[src/rtl/cpu_bus_pkg.sv]
`timescale 1ns/1ps
// Shared types for the configurable processor bus interface.
// Assumes: control pins are grouped into one vector before synchronising.
package cpu_bus_pkg;

    // Decoding topology chosen by the strap and the address-method input
    typedef enum logic [1:0] {
        MODE_GENERIC   = 2'd0,
        MODE_SPLIT_ALE = 2'd1,
        MODE_SPLIT_SEL = 2'd2
    } bus_mode_e;

    // Control pins as one packed group, raw or synchronised
    typedef struct packed {
        logic cs_n;
        logic rd_n;
        logic wr_n;
        logic ds_n;
        logic rw;
        logic sel;
        logic drd_n;
        logic dwr_n;
    } ctl_t;

    // Idle level of each control pin, used as the synchroniser reset value
    localparam ctl_t CTL_IDLE = '{cs_n: 1'b1, rd_n: 1'b1, wr_n: 1'b1, ds_n: 1'b1,
                                  rw: 1'b1, sel: 1'b0, drd_n: 1'b1, dwr_n: 1'b1};

endpackage

[src/rtl/cpu_bus_sync.sv]
`timescale 1ns/1ps
// Multi-stage synchroniser for a vector of asynchronous control pins.
// Assumes: each bit is independent; bus-level skew is absorbed by the protocol.
module cpu_bus_sync #(
    parameter int             WIDTH   = 8,
    parameter int             STAGES  = 2,
    parameter logic [WIDTH-1:0] RST_VAL = '0
) (
    input  logic             clk,
    input  logic             rst_n,
    input  logic [WIDTH-1:0] d,
    output logic [WIDTH-1:0] q
);
    logic [WIDTH-1:0] stg [STAGES];

    for (genvar i = 0; i < STAGES; i++) begin : g_stage
        // Shift the sampled value one stage further
        always_ff @(posedge clk) begin
            if (!rst_n) begin
                stg[i] <= RST_VAL;
            end else if (i == 0) begin
                stg[i] <= d;
            end else begin
                stg[i] <= stg[(i > 0) ? i - 1 : 0];
            end
        end
    end

    assign q = stg[STAGES-1];
endmodule

[src/rtl/cpu_bus_host_port.sv]
`timescale 1ns/1ps
// Processor side decoder: turns synchronised chip select and strobes into
// register read/write pulses and drives read data back onto the right bus.
// Assumes: address and data pins are stable while a strobe is active; mode
// inputs change only while idle; DW > AW.
module cpu_bus_host_port
    import cpu_bus_pkg::*;
#(
    parameter int AW = 8,
    parameter int DW = 16
) (
    input  logic          clk,
    input  logic          rst_n,
    input  bus_mode_e     mode,
    input  logic          strobe_sel,
    input  ctl_t          ctl,
    input  logic [AW-1:0] ad_i,
    input  logic [DW-1:0] data_i,
    input  logic [DW-1:0] reg_rdata,
    output logic [AW-1:0] reg_addr,
    output logic          reg_wr,
    output logic [DW-1:0] reg_wdata,
    output logic          reg_rd,
    output logic          busy,
    output logic [AW-1:0] ad_o,
    output logic          ad_oe,
    output logic [DW-1:0] dbus_o,
    output logic          dbus_oe
);
    localparam int PAD_W = DW - AW;

    logic          rd_lvl, wr_lvl, rd_act, wr_act;
    logic          is_split, data_phase;
    logic          rd_q1, rd_q2, wr_q1;
    logic          phase_cap;
    logic          wr_commit, rd_start;
    logic [DW-1:0] wbuf, rbuf;
    logic [AW-1:0] addr_q;
    logic          reg_wr_q;
    logic [DW-1:0] reg_wdata_q;

    // Strobe style decode, qualified by chip select
    always_comb begin
        rd_lvl = strobe_sel ? ~ctl.rd_n : (~ctl.ds_n &  ctl.rw);
        wr_lvl = strobe_sel ? ~ctl.wr_n : (~ctl.ds_n & ~ctl.rw);
        rd_act = ~ctl.cs_n & rd_lvl & ~wr_lvl;
        wr_act = ~ctl.cs_n & wr_lvl & ~rd_lvl;
    end

    // Topology helpers: split flag and whether this access is a data phase
    always_comb begin
        is_split   = (mode != MODE_GENERIC);
        data_phase = (mode != MODE_SPLIT_SEL) | ctl.sel;
        wr_commit  = wr_q1 & ~wr_act;
        rd_start   = rd_q1 & ~rd_q2;
    end

    // Strobe history for edge detection
    always_ff @(posedge clk) begin
        if (!rst_n) begin
            rd_q1 <= 1'b0;
            rd_q2 <= 1'b0;
            wr_q1 <= 1'b0;
        end else begin
            rd_q1 <= rd_act;
            rd_q2 <= rd_q1;
            wr_q1 <= wr_act;
        end
    end

    // Capture phase type and write data while the access is active
    always_ff @(posedge clk) begin
        if (!rst_n) begin
            phase_cap <= 1'b0;
            wbuf      <= '0;
        end else begin
            if (rd_act || wr_act) phase_cap <= data_phase;
            if (wr_act) wbuf <= is_split ? {{PAD_W{1'b0}}, ad_i} : data_i;
        end
    end

    // Address register, loaded per topology
    always_ff @(posedge clk) begin
        if (!rst_n) begin
            addr_q <= '0;
        end else begin
            case (mode)
                MODE_GENERIC:   if (rd_act || wr_act) addr_q <= ad_i;
                MODE_SPLIT_ALE: if (ctl.sel) addr_q <= ad_i;
                MODE_SPLIT_SEL: if (wr_commit && !phase_cap) addr_q <= wbuf[AW-1:0];
                default:        addr_q <= addr_q;
            endcase
        end
    end

    // Register write pulse and data on strobe deassertion
    always_ff @(posedge clk) begin
        if (!rst_n) begin
            reg_wr_q    <= 1'b0;
            reg_wdata_q <= '0;
        end else begin
            reg_wr_q <= wr_commit & phase_cap;
            if (wr_commit && phase_cap) reg_wdata_q <= wbuf;
        end
    end

    // Hold the register read value for the bus
    always_ff @(posedge clk) begin
        if (!rst_n) begin
            rbuf <= '0;
        end else if (reg_rd) begin
            rbuf <= reg_rdata;
        end
    end

    // Read data routing onto the bus that the topology uses
    always_comb begin
        reg_rd    = rd_start & phase_cap;
        reg_addr  = addr_q;
        reg_wr    = reg_wr_q;
        reg_wdata = reg_wdata_q;
        busy      = rd_act | wr_act;
        dbus_o    = rbuf;
        dbus_oe   = ~is_split & rd_q2 & rd_act;
        ad_o      = phase_cap ? rbuf[AW-1:0] : addr_q;
        ad_oe     = is_split & rd_q2 & rd_act;
    end
endmodule

[src/rtl/cpu_bus_dma_port.sv]
`timescale 1ns/1ps
// DMA side of the interface: dedicated strobes move words between the data
// bus and the DMA stub. In the generic topology a processor access wins any
// overlap; the DMA transfer is dropped and a sticky collision flag is raised.
// Assumes: DMA strobes are never both active at once.
module cpu_bus_dma_port #(
    parameter int DW = 16
) (
    input  logic          clk,
    input  logic          rst_n,
    input  logic          generic,
    input  logic          drd_n,
    input  logic          dwr_n,
    input  logic          host_busy,
    input  logic          master_req,
    input  logic [DW-1:0] data_i,
    input  logic [DW-1:0] dma_rdata,
    output logic          dma_wr,
    output logic [DW-1:0] dma_wdata,
    output logic          dma_rd,
    output logic [DW-1:0] dbus_o,
    output logic          dbus_oe,
    output logic          collision,
    output logic          dma_master
);
    logic          rd_a, wr_a, rd_q1, rd_q2, wr_q1;
    logic          overlap, start, spoil;
    logic [DW-1:0] wbuf, rbuf, wdata_q;
    logic          dma_wr_q, coll_q;

    // Activity, start and overlap detection
    always_comb begin
        rd_a    = ~drd_n;
        wr_a    = ~dwr_n;
        start   = (rd_a & ~rd_q1) | (wr_a & ~wr_q1);
        overlap = generic & host_busy & (rd_a | wr_a);
    end

    // Strobe history
    always_ff @(posedge clk) begin
        if (!rst_n) begin
            rd_q1 <= 1'b0;
            rd_q2 <= 1'b0;
            wr_q1 <= 1'b0;
        end else begin
            rd_q1 <= rd_a;
            rd_q2 <= rd_q1;
            wr_q1 <= wr_a;
        end
    end

    // Mark a transfer as lost once it overlaps a processor access
    always_ff @(posedge clk) begin
        if (!rst_n) begin
            spoil  <= 1'b0;
            coll_q <= 1'b0;
        end else begin
            if (start)        spoil <= overlap;
            else if (overlap) spoil <= 1'b1;
            if (overlap)      coll_q <= 1'b1;
        end
    end

    // Write capture and pulse on strobe deassertion
    always_ff @(posedge clk) begin
        if (!rst_n) begin
            wbuf     <= '0;
            wdata_q  <= '0;
            dma_wr_q <= 1'b0;
        end else begin
            if (wr_a) wbuf <= data_i;
            dma_wr_q <= wr_q1 & ~wr_a & ~spoil;
            if (wr_q1 && !wr_a && !spoil) wdata_q <= wbuf;
        end
    end

    // Hold the DMA read word for the bus
    always_ff @(posedge clk) begin
        if (!rst_n) begin
            rbuf <= '0;
        end else if (dma_rd) begin
            rbuf <= dma_rdata;
        end
    end

    // Output assembly
    always_comb begin
        dma_rd     = rd_q1 & ~rd_q2 & ~spoil;
        dma_wr     = dma_wr_q;
        dma_wdata  = wdata_q;
        dbus_o     = rbuf;
        dbus_oe    = rd_q2 & rd_a & ~spoil;
        collision  = coll_q;
        dma_master = ~generic & master_req;
    end
endmodule

[src/rtl/cpu_bus_if.sv]
`timescale 1ns/1ps
// Top of the configurable processor bus interface. Captures the topology
// strap during reset, synchronises all control pins, and combines the
// processor and DMA ports onto the shared data bus.
// Assumes: strap stable during reset; one clock domain for the core side.
module cpu_bus_if
    import cpu_bus_pkg::*;
#(
    parameter int AW          = 8,
    parameter int DW          = 16,
    parameter int SYNC_STAGES = 2
) (
    input  logic          clk,
    input  logic          rst_n,
    input  logic          strap_generic,
    input  logic          strobe_sel,
    input  logic          latch_sel,
    input  logic          cs_n,
    input  logic          rd_n,
    input  logic          wr_n,
    input  logic          ds_n,
    input  logic          rw,
    input  logic          addr_sel,
    input  logic [AW-1:0] ad_i,
    output logic [AW-1:0] ad_o,
    output logic          ad_oe,
    input  logic [DW-1:0] data_i,
    output logic [DW-1:0] data_o,
    output logic          data_oe,
    input  logic          dma_rd_n,
    input  logic          dma_wr_n,
    input  logic          dma_master_req,
    output logic          dma_master,
    output logic [AW-1:0] reg_addr,
    output logic          reg_wr,
    output logic [DW-1:0] reg_wdata,
    output logic          reg_rd,
    input  logic [DW-1:0] reg_rdata,
    output logic          dma_wr,
    output logic [DW-1:0] dma_wdata,
    output logic          dma_rd,
    input  logic [DW-1:0] dma_rdata,
    output logic          collision
);
    localparam int CTL_W = $bits(ctl_t);

    logic          strap_q;
    bus_mode_e     mode;
    ctl_t          ctl_raw, ctl_s;
    logic          host_busy;
    logic [DW-1:0] host_dbus, dma_dbus;
    logic          host_dbus_oe, dma_dbus_oe;

    // Strap capture: follows the pin only while reset is held
    always_ff @(posedge clk) begin
        if (!rst_n) strap_q <= strap_generic;
    end

    // Effective decoding topology
    always_comb begin
        if (strap_q)        mode = MODE_GENERIC;
        else if (latch_sel) mode = MODE_SPLIT_SEL;
        else                mode = MODE_SPLIT_ALE;
    end

    // Group raw control pins
    always_comb begin
        ctl_raw = '{cs_n: cs_n, rd_n: rd_n, wr_n: wr_n, ds_n: ds_n,
                    rw: rw, sel: addr_sel, drd_n: dma_rd_n, dwr_n: dma_wr_n};
    end

    cpu_bus_sync #(
        .WIDTH   (CTL_W),
        .STAGES  (SYNC_STAGES),
        .RST_VAL (CTL_IDLE)
    ) u_sync (
        .clk   (clk),
        .rst_n (rst_n),
        .d     (ctl_raw),
        .q     (ctl_s)
    );

    cpu_bus_host_port #(
        .AW (AW),
        .DW (DW)
    ) u_host (
        .clk        (clk),
        .rst_n      (rst_n),
        .mode       (mode),
        .strobe_sel (strobe_sel),
        .ctl        (ctl_s),
        .ad_i       (ad_i),
        .data_i     (data_i),
        .reg_rdata  (reg_rdata),
        .reg_addr   (reg_addr),
        .reg_wr     (reg_wr),
        .reg_wdata  (reg_wdata),
        .reg_rd     (reg_rd),
        .busy       (host_busy),
        .ad_o       (ad_o),
        .ad_oe      (ad_oe),
        .dbus_o     (host_dbus),
        .dbus_oe    (host_dbus_oe)
    );

    cpu_bus_dma_port #(
        .DW (DW)
    ) u_dma (
        .clk        (clk),
        .rst_n      (rst_n),
        .generic    (strap_q),
        .drd_n      (ctl_s.drd_n),
        .dwr_n      (ctl_s.dwr_n),
        .host_busy  (host_busy),
        .master_req (dma_master_req),
        .data_i     (data_i),
        .dma_rdata  (dma_rdata),
        .dma_wr     (dma_wr),
        .dma_wdata  (dma_wdata),
        .dma_rd     (dma_rd),
        .dbus_o     (dma_dbus),
        .dbus_oe    (dma_dbus_oe),
        .collision  (collision),
        .dma_master (dma_master)
    );

    // Data bus arbitration: processor read wins over DMA read
    always_comb begin
        data_oe = host_dbus_oe | dma_dbus_oe;
        data_o  = host_dbus_oe ? host_dbus : dma_dbus;
    end
endmodule

[config.mk]
export PLATFORM = sky130hd
export DESIGN_NAME = cpu_bus_if
export DESIGN_NICKNAME = d
export VERILOG_FILES = /design/src/rtl/cpu_bus_pkg.sv /design/src/rtl/cpu_bus_sync.sv /design/src/rtl/cpu_bus_host_port.sv /design/src/rtl/cpu_bus_dma_port.sv /design/src/rtl/cpu_bus_if.sv
export SDC_FILE = /design/constraint.sdc
export NUM_CORES = 1
export LEC_CHECK = 0
export BUFFER_PORTS_ARGS = -buffer_cell sky130_fd_sc_hd__buf_2
export CORE_ASPECT_RATIO = 1.2
export CORE_MARGIN = 2
export CORE_UTILIZATION = 40
export CTS_CLUSTER_SIZE = 8
export DETAILED_ROUTE_END_ITERATION = 7
export GPL_ROUTABILITY_DRIVEN = 0
export GPL_TIMING_DRIVEN = 1
export PLACE_DENSITY = 0.65
export RECOVER_POWER = 50
export SYNTH_ARGS = -nofsm -noshare
export SYNTH_HDL_FRONTEND = slang
export SYNTH_SLANG_ARGS = --single-unit
export TNS_END_PERCENT = 30
[constraint.sdc]
create_clock -name clk -period 1.95 [get_ports clk]
set_input_delay 0 -clock clk [delete_from_list [all_inputs] [get_ports clk]]
set_output_delay 0 -clock clk [all_outputs]
set_load 0.005 [all_outputs]
---- Word level (Yosys, flattened, before mapping) ----
Memories as Yosys holds them, arrays and structs flattened.
Cells that the tools add are included.
operators by class
  multiplexer cells ....................... 17
  equal/unequal tests ..................... 6
  reductions and logical operators ........ 12
  bitwise logic cells ..................... 49
operator list
  kind                  number
  $mux W8               6
  $mux W16              2
  $and A1 B1 Y1         25
  $pmux W8 S3           1
  $not A1 Y1            17
  $or A1 B1 Y1          7
  $mux W1               6
  $ne A2 B1 Y1 const B  3
  $logic_and A1 B1 Y1   4
  $mux W2               2
  $reduce_and A4 Y1     1
  $reduce_bool A2 Y1    2
  $reduce_bool A3 Y1    1
  $eq A2 B1 Y1 const B  1
  $eq A2 B2 Y1 const B  1
  $logic_not A1 Y1      2
  $logic_not A2 Y1      1
  $ne A2 B2 Y1 const B  1
  $logic_or A1 B1 Y1    1
storage, ports and cells
  memories ................................ 1
  flip-flop bits (word level) ............. 116
  memory bits (writable) .................. 16
memories
  memory      words  bits a word  read ports  clocked after memory_dff  wr ports  line                text
  u_sync.stg  2      8            2           0                         2         cpu_bus_sync.sv:14  logic [WIDTH-1:0] stg [STAGES];

---- Longest topological paths before layout ----
  depth in word-level cells ............... 10
  gate-level depth with buffers ........... 6
  depth with buffers taken out ............ 4

---- Hierarchy ----
A second synthesis with hierarchy kept.
second synthesis, totals
  cell total of the unflattened synthesis .. 542
  area total of the unflattened synthesis .. 5241.3 sq um
modules (own cells, without submodules)
  module             area an instance (sq um)  cells an instance  instances  seq. area each (sq um)
  cpu_bus_host_port  2555.0                    272                1          1221.2
  cpu_bus_dma_port   1955.6                    214                1          1081.0
  cpu_bus_sync       435.4                     33                 1          320.3
  cpu_bus_if         295.3                     23                 1          30.0

---- Worst setup path before layout ----
OpenSTA, ideal clock, no wires.
  kind .................................... reg-to-reg
  start ................................... mem u_sync.stg[1][7]
  end ..................................... reg u_host.reg_wdata_q[15] (netlist: u_host.reg_wdata[15])
  cell stages (with the launch flop) ...... 6
  clock period less this slack ............ 1.587 ns
  slack ................................... 0.363 ns
  data required time ...................... 1.822 ns
  library setup time ...................... 0.128 ns
  arrival time ............................ 1.459 ns
  path through ............................ dfxtp_1 and4bb_4 nor3_4 buf_6 mux2i_1 nor2_1
RTL lines
  what                  line                      text
  from (decl)           cpu_bus_sync.sv:14
  to (signal assigned)  cpu_bus_host_port.sv:103  if (wr_commit && phase_cap) reg_wdata_q <= wbuf;
  to (decl)             cpu_bus_host_port.sv:40   logic [DW-1:0] reg_wdata_q;

==> summary.md <==
### Routing
• **via density per instance** 4.84
• **average wire per cell in the routed design** 14.8 um
• **DRC marker count from the first detailed-route iteration** 284
• **DRC viols** 0
• **antenna-violating nets left** 0
• **number of optimization iterations in the first detailed-route pass** 4
• **via count** 4454
• **Routed WL** 13.6 mm

### Final layout
• **area delta synth->final** 42.4%
• **count of nets after finishing** 815
• **antenna cells** 0
• **proportion of layout cells with a drive suffix above 1** 26.0%

### Timing
• **worst setup margin** -109 ps
• **max-slew headroom at the worst pin** 36.1%
• **Worst Hold Margin** 78.9 ps
• **skew final** 9.03 ps
• **Total Neg Setup Slack** -1470 ps
• **number of setup violations in the final report** 16
• **hold violation total from the final report** 0
• **actual slew at the worst max-slew pin** 953 ps
• **RSZ-0062 raised after global routing** yes
• **fraction of the cycle the final worst path needs** 106%
• **fin. max-slew vios** 0
• **post-layout min period** 2060 ps
• **upper clock frequency limit** 486 MHz

### Power
• **Peak VDD IR** 0.000453 V
• **Leakage Power** 3.06 nW
• **power density of the placed cells** 887 mW/mm2

### Clock tree
• **number of clock buffers inserted by TritonCTS** 17
• **maximum buffer depth of the clock tree** 2
• **Sink Count** 132
• **Clock Pin Slew Worst Setup and Hold Paths** 50 ps
• **Worst-Skew Late Latency** 410 ps
• **H-tree lvl count** 4
• **root buffer cell** clkbuf_16
• **CTS tree** done

### Setup path
• **highest-delay cell along the critical path** or3b_4
• **required time reported for the critical path endpoint** 1950 ps
• **cell-by-cell listing of the critical path** or3b_4 -> a21oi_4 -> nand3_4 -> buf_12 -> mux2_4 -> buf_6
• **critical path data arrival time** 2060 ps
• **path type of the worst setup path** reg2out
• **kind of cell adding the most delay to the critical path** simple AND/OR/NAND/NOR gates
• **kind of capture point of the worst setup path** output pin
• **Max stage delay on crit path** 390 ps
• **startpoint class of the critical path** register
• **Crit path buffers/inverters** 2
• **biggest fanout along the worst timing path** 17

### Yosys
• **register area share after synthesis** 52.0%
• **count of different cell masters after synthesis** 39
• **cell area after synthesis** 0.00510 mm2
• **synthesized area per cell** 9.42 um2
• **flops & latches, synth** 132
• **share of the synthesized area in the top cell type** 51.4%
• **number of nets in the synthesized netlist** 612
• **ys flop type** dfxtp_1
• **count of flip-flops with a built-in enable after synthesis** 1
• **Synth area leader** dfxtp_1
• **cell types with the largest area share after synthesis** dfxtp_1 51%, mux2i_1 9.4%, nand2_1 8.5%
• **instance count of the mapped netlist** 542
• **proportion of register bits with asynchronous set or reset after synthesis** 0%
• **count of warnings emitted by yosys** 0

### Placement
• **port bufs** 141
• **worst slack at placement** 159 ps
• **Detail Placement HPWL** 8.93 mm

### Run status
• **outcome** finished with violations
• **failing checks** negative setup slack

### GRT
• **Overflow after GRT** 0
• **global-route wire length before repair** 21.6 mm
• **Global Route Usage Sum** 20.0%
• **initial antenna violation count** 0
• **largest net degree at the start of global routing** 80
• **via count of the first global-routing pass** 4433

### Floorplanning
• **io pins** 142
• **Die Y** 128 um
• **Std-Cell Rows** 45
• **Die ar.** 0.0137 mm2
• **Initial Utilization** 40.7%
• **die width** 107 um
• **total core area** 0.0126 mm2

### Job
• **Maximum Capacitance Violations** 0

### Hold path
• **class of the tightest hold or removal check** in2reg

==> layout make-up <==
class | instances | area [um2]
multi-input cells | 370 | 2290
repair buffers | 219 | 1500
clock buffers | 18 | 439
clock inverters | 13 | 160
well taps | 164 | 205
inverters | 5 | 20.0
fillers | 1081 | 5290
flip-flops and latches | 132 | 2660
==> cell usage in the layout (no fill, tap or decap), types with 3 or more instances in the layout <==
cell type      Yosys  layout
dfxtp_1          131     129
nand2_1          116     116
buf_2              9     106
dlygate4sd3_1      0      65
a21oi_1           58      58
nor2_1            48      48
mux2i_1           48      48
clkbuf_1          20      26
nand2b_1          23      23
clkbuf_16          0      17
mux2_2            15      15
buf_4              0      10
mux2_4             9       9
a211oi_1           9       9
nand3_1            9       9
buf_6              2       9
o211ai_1           8       8
clkinv_4           0       4
clkinv_2           0       4
nand3b_1           3       3
and2_1             5       3
bufinv_16          0       3
==> worst min-delay path, stage by stage <==
cell and delay, ps:
clkbuf_1 90, buf_4 250, nand2b_1 100
==> metal layers <==
layer,vias to the layer above,GRT usage [%],share of wire (%)
met3,25,5.59,6.6
li1,2231,-,-
met1,2054,22.8,42
met4,0,7.72,1.8
met5,-,0,0
met2,144,35.4,50
==> cell families after synthesis <==
family / after synthesis / synth area share [%]
AOI/OAI and AO/OA: 79 / 9.29
xor gates and xnor gates: 1 / 0.172
and+or+nand+nor: 218 / 19.8
buffers and inverters: 40 / 3.46
DFF: 132 / 52.0
muxes: 72 / 15.4
==> registers in the layout, summed over array words and instances (netlist names), 8 cells and up <==
register          count
u_sync.stg           16
u_host.reg_wdata     16
u_host.wbuf          16
u_dma.wbuf           16
u_dma.dbus_o         16
u_host.reg_addr       8
u_dma.dma_wdata      16
u_host.dbus_o        16
==> report_power, final <==
group / switching [mW] / internal (mW) / total [mW]
clock network: 1.13 / 2.03 / 3.17
registers: 0.0417 / 2.76 / 2.80
logic: 0.218 / 0.263 / 0.481
==> path summary, 6_finish.rpt <==
check / startpoint / end / slack [ps] / depth (start not counted)
hold reg to reg: u_sync.stg[0][6] / u_sync.stg[1][6] / 410 / 1
setup reg to reg: u_sync.stg[1][7] / u_host.reg_wdata[8] / 220 / 5
hold / removal: rst_n / u_sync.stg[0][3] / 80 / 3
setup / recovery: u_sync.stg[1][3] / data_o[12] / -110 / 6
==> synth_stat cells (4+ instances only) <==
library cell and instances:
nand2_1 116, dfxtp_1 131, nand3_1 9, buf_1 4, mux2i_1 48, nand2b_1 23, mux2_4 9, buf_2 9
o211ai_1 8, clkbuf_1 20, and2_1 5, a211oi_1 9, nor2_1 48, mux2_2 15, a21oi_1 58
==> timing repair <==
item,in CTS,in global routing
endpoints found under the setup margin,17,16
hold endpoints to repair,73,0
pin swaps,2,2
hold buffers,65,0
gates resized for setup,7,6
setup buffers,1,1
==> metrics by stage <==
stage | total power [mW] | util (%) | cells | cell area [um2]
after floorplan | 3.05 | - | 542 | 5100
after detailed placement | 3.23 | 47.5 | 823 | 5970
after CTS | 6.50 | 57.9 | 920 | 7270
after global routing | 6.69 | 57.9 | 921 | 7270
final | 6.45 | 57.9 | 921 | 7270
after global placement | 3.22 | 47.5 | 823 | 5970
(Power assumes the default switching activity.)
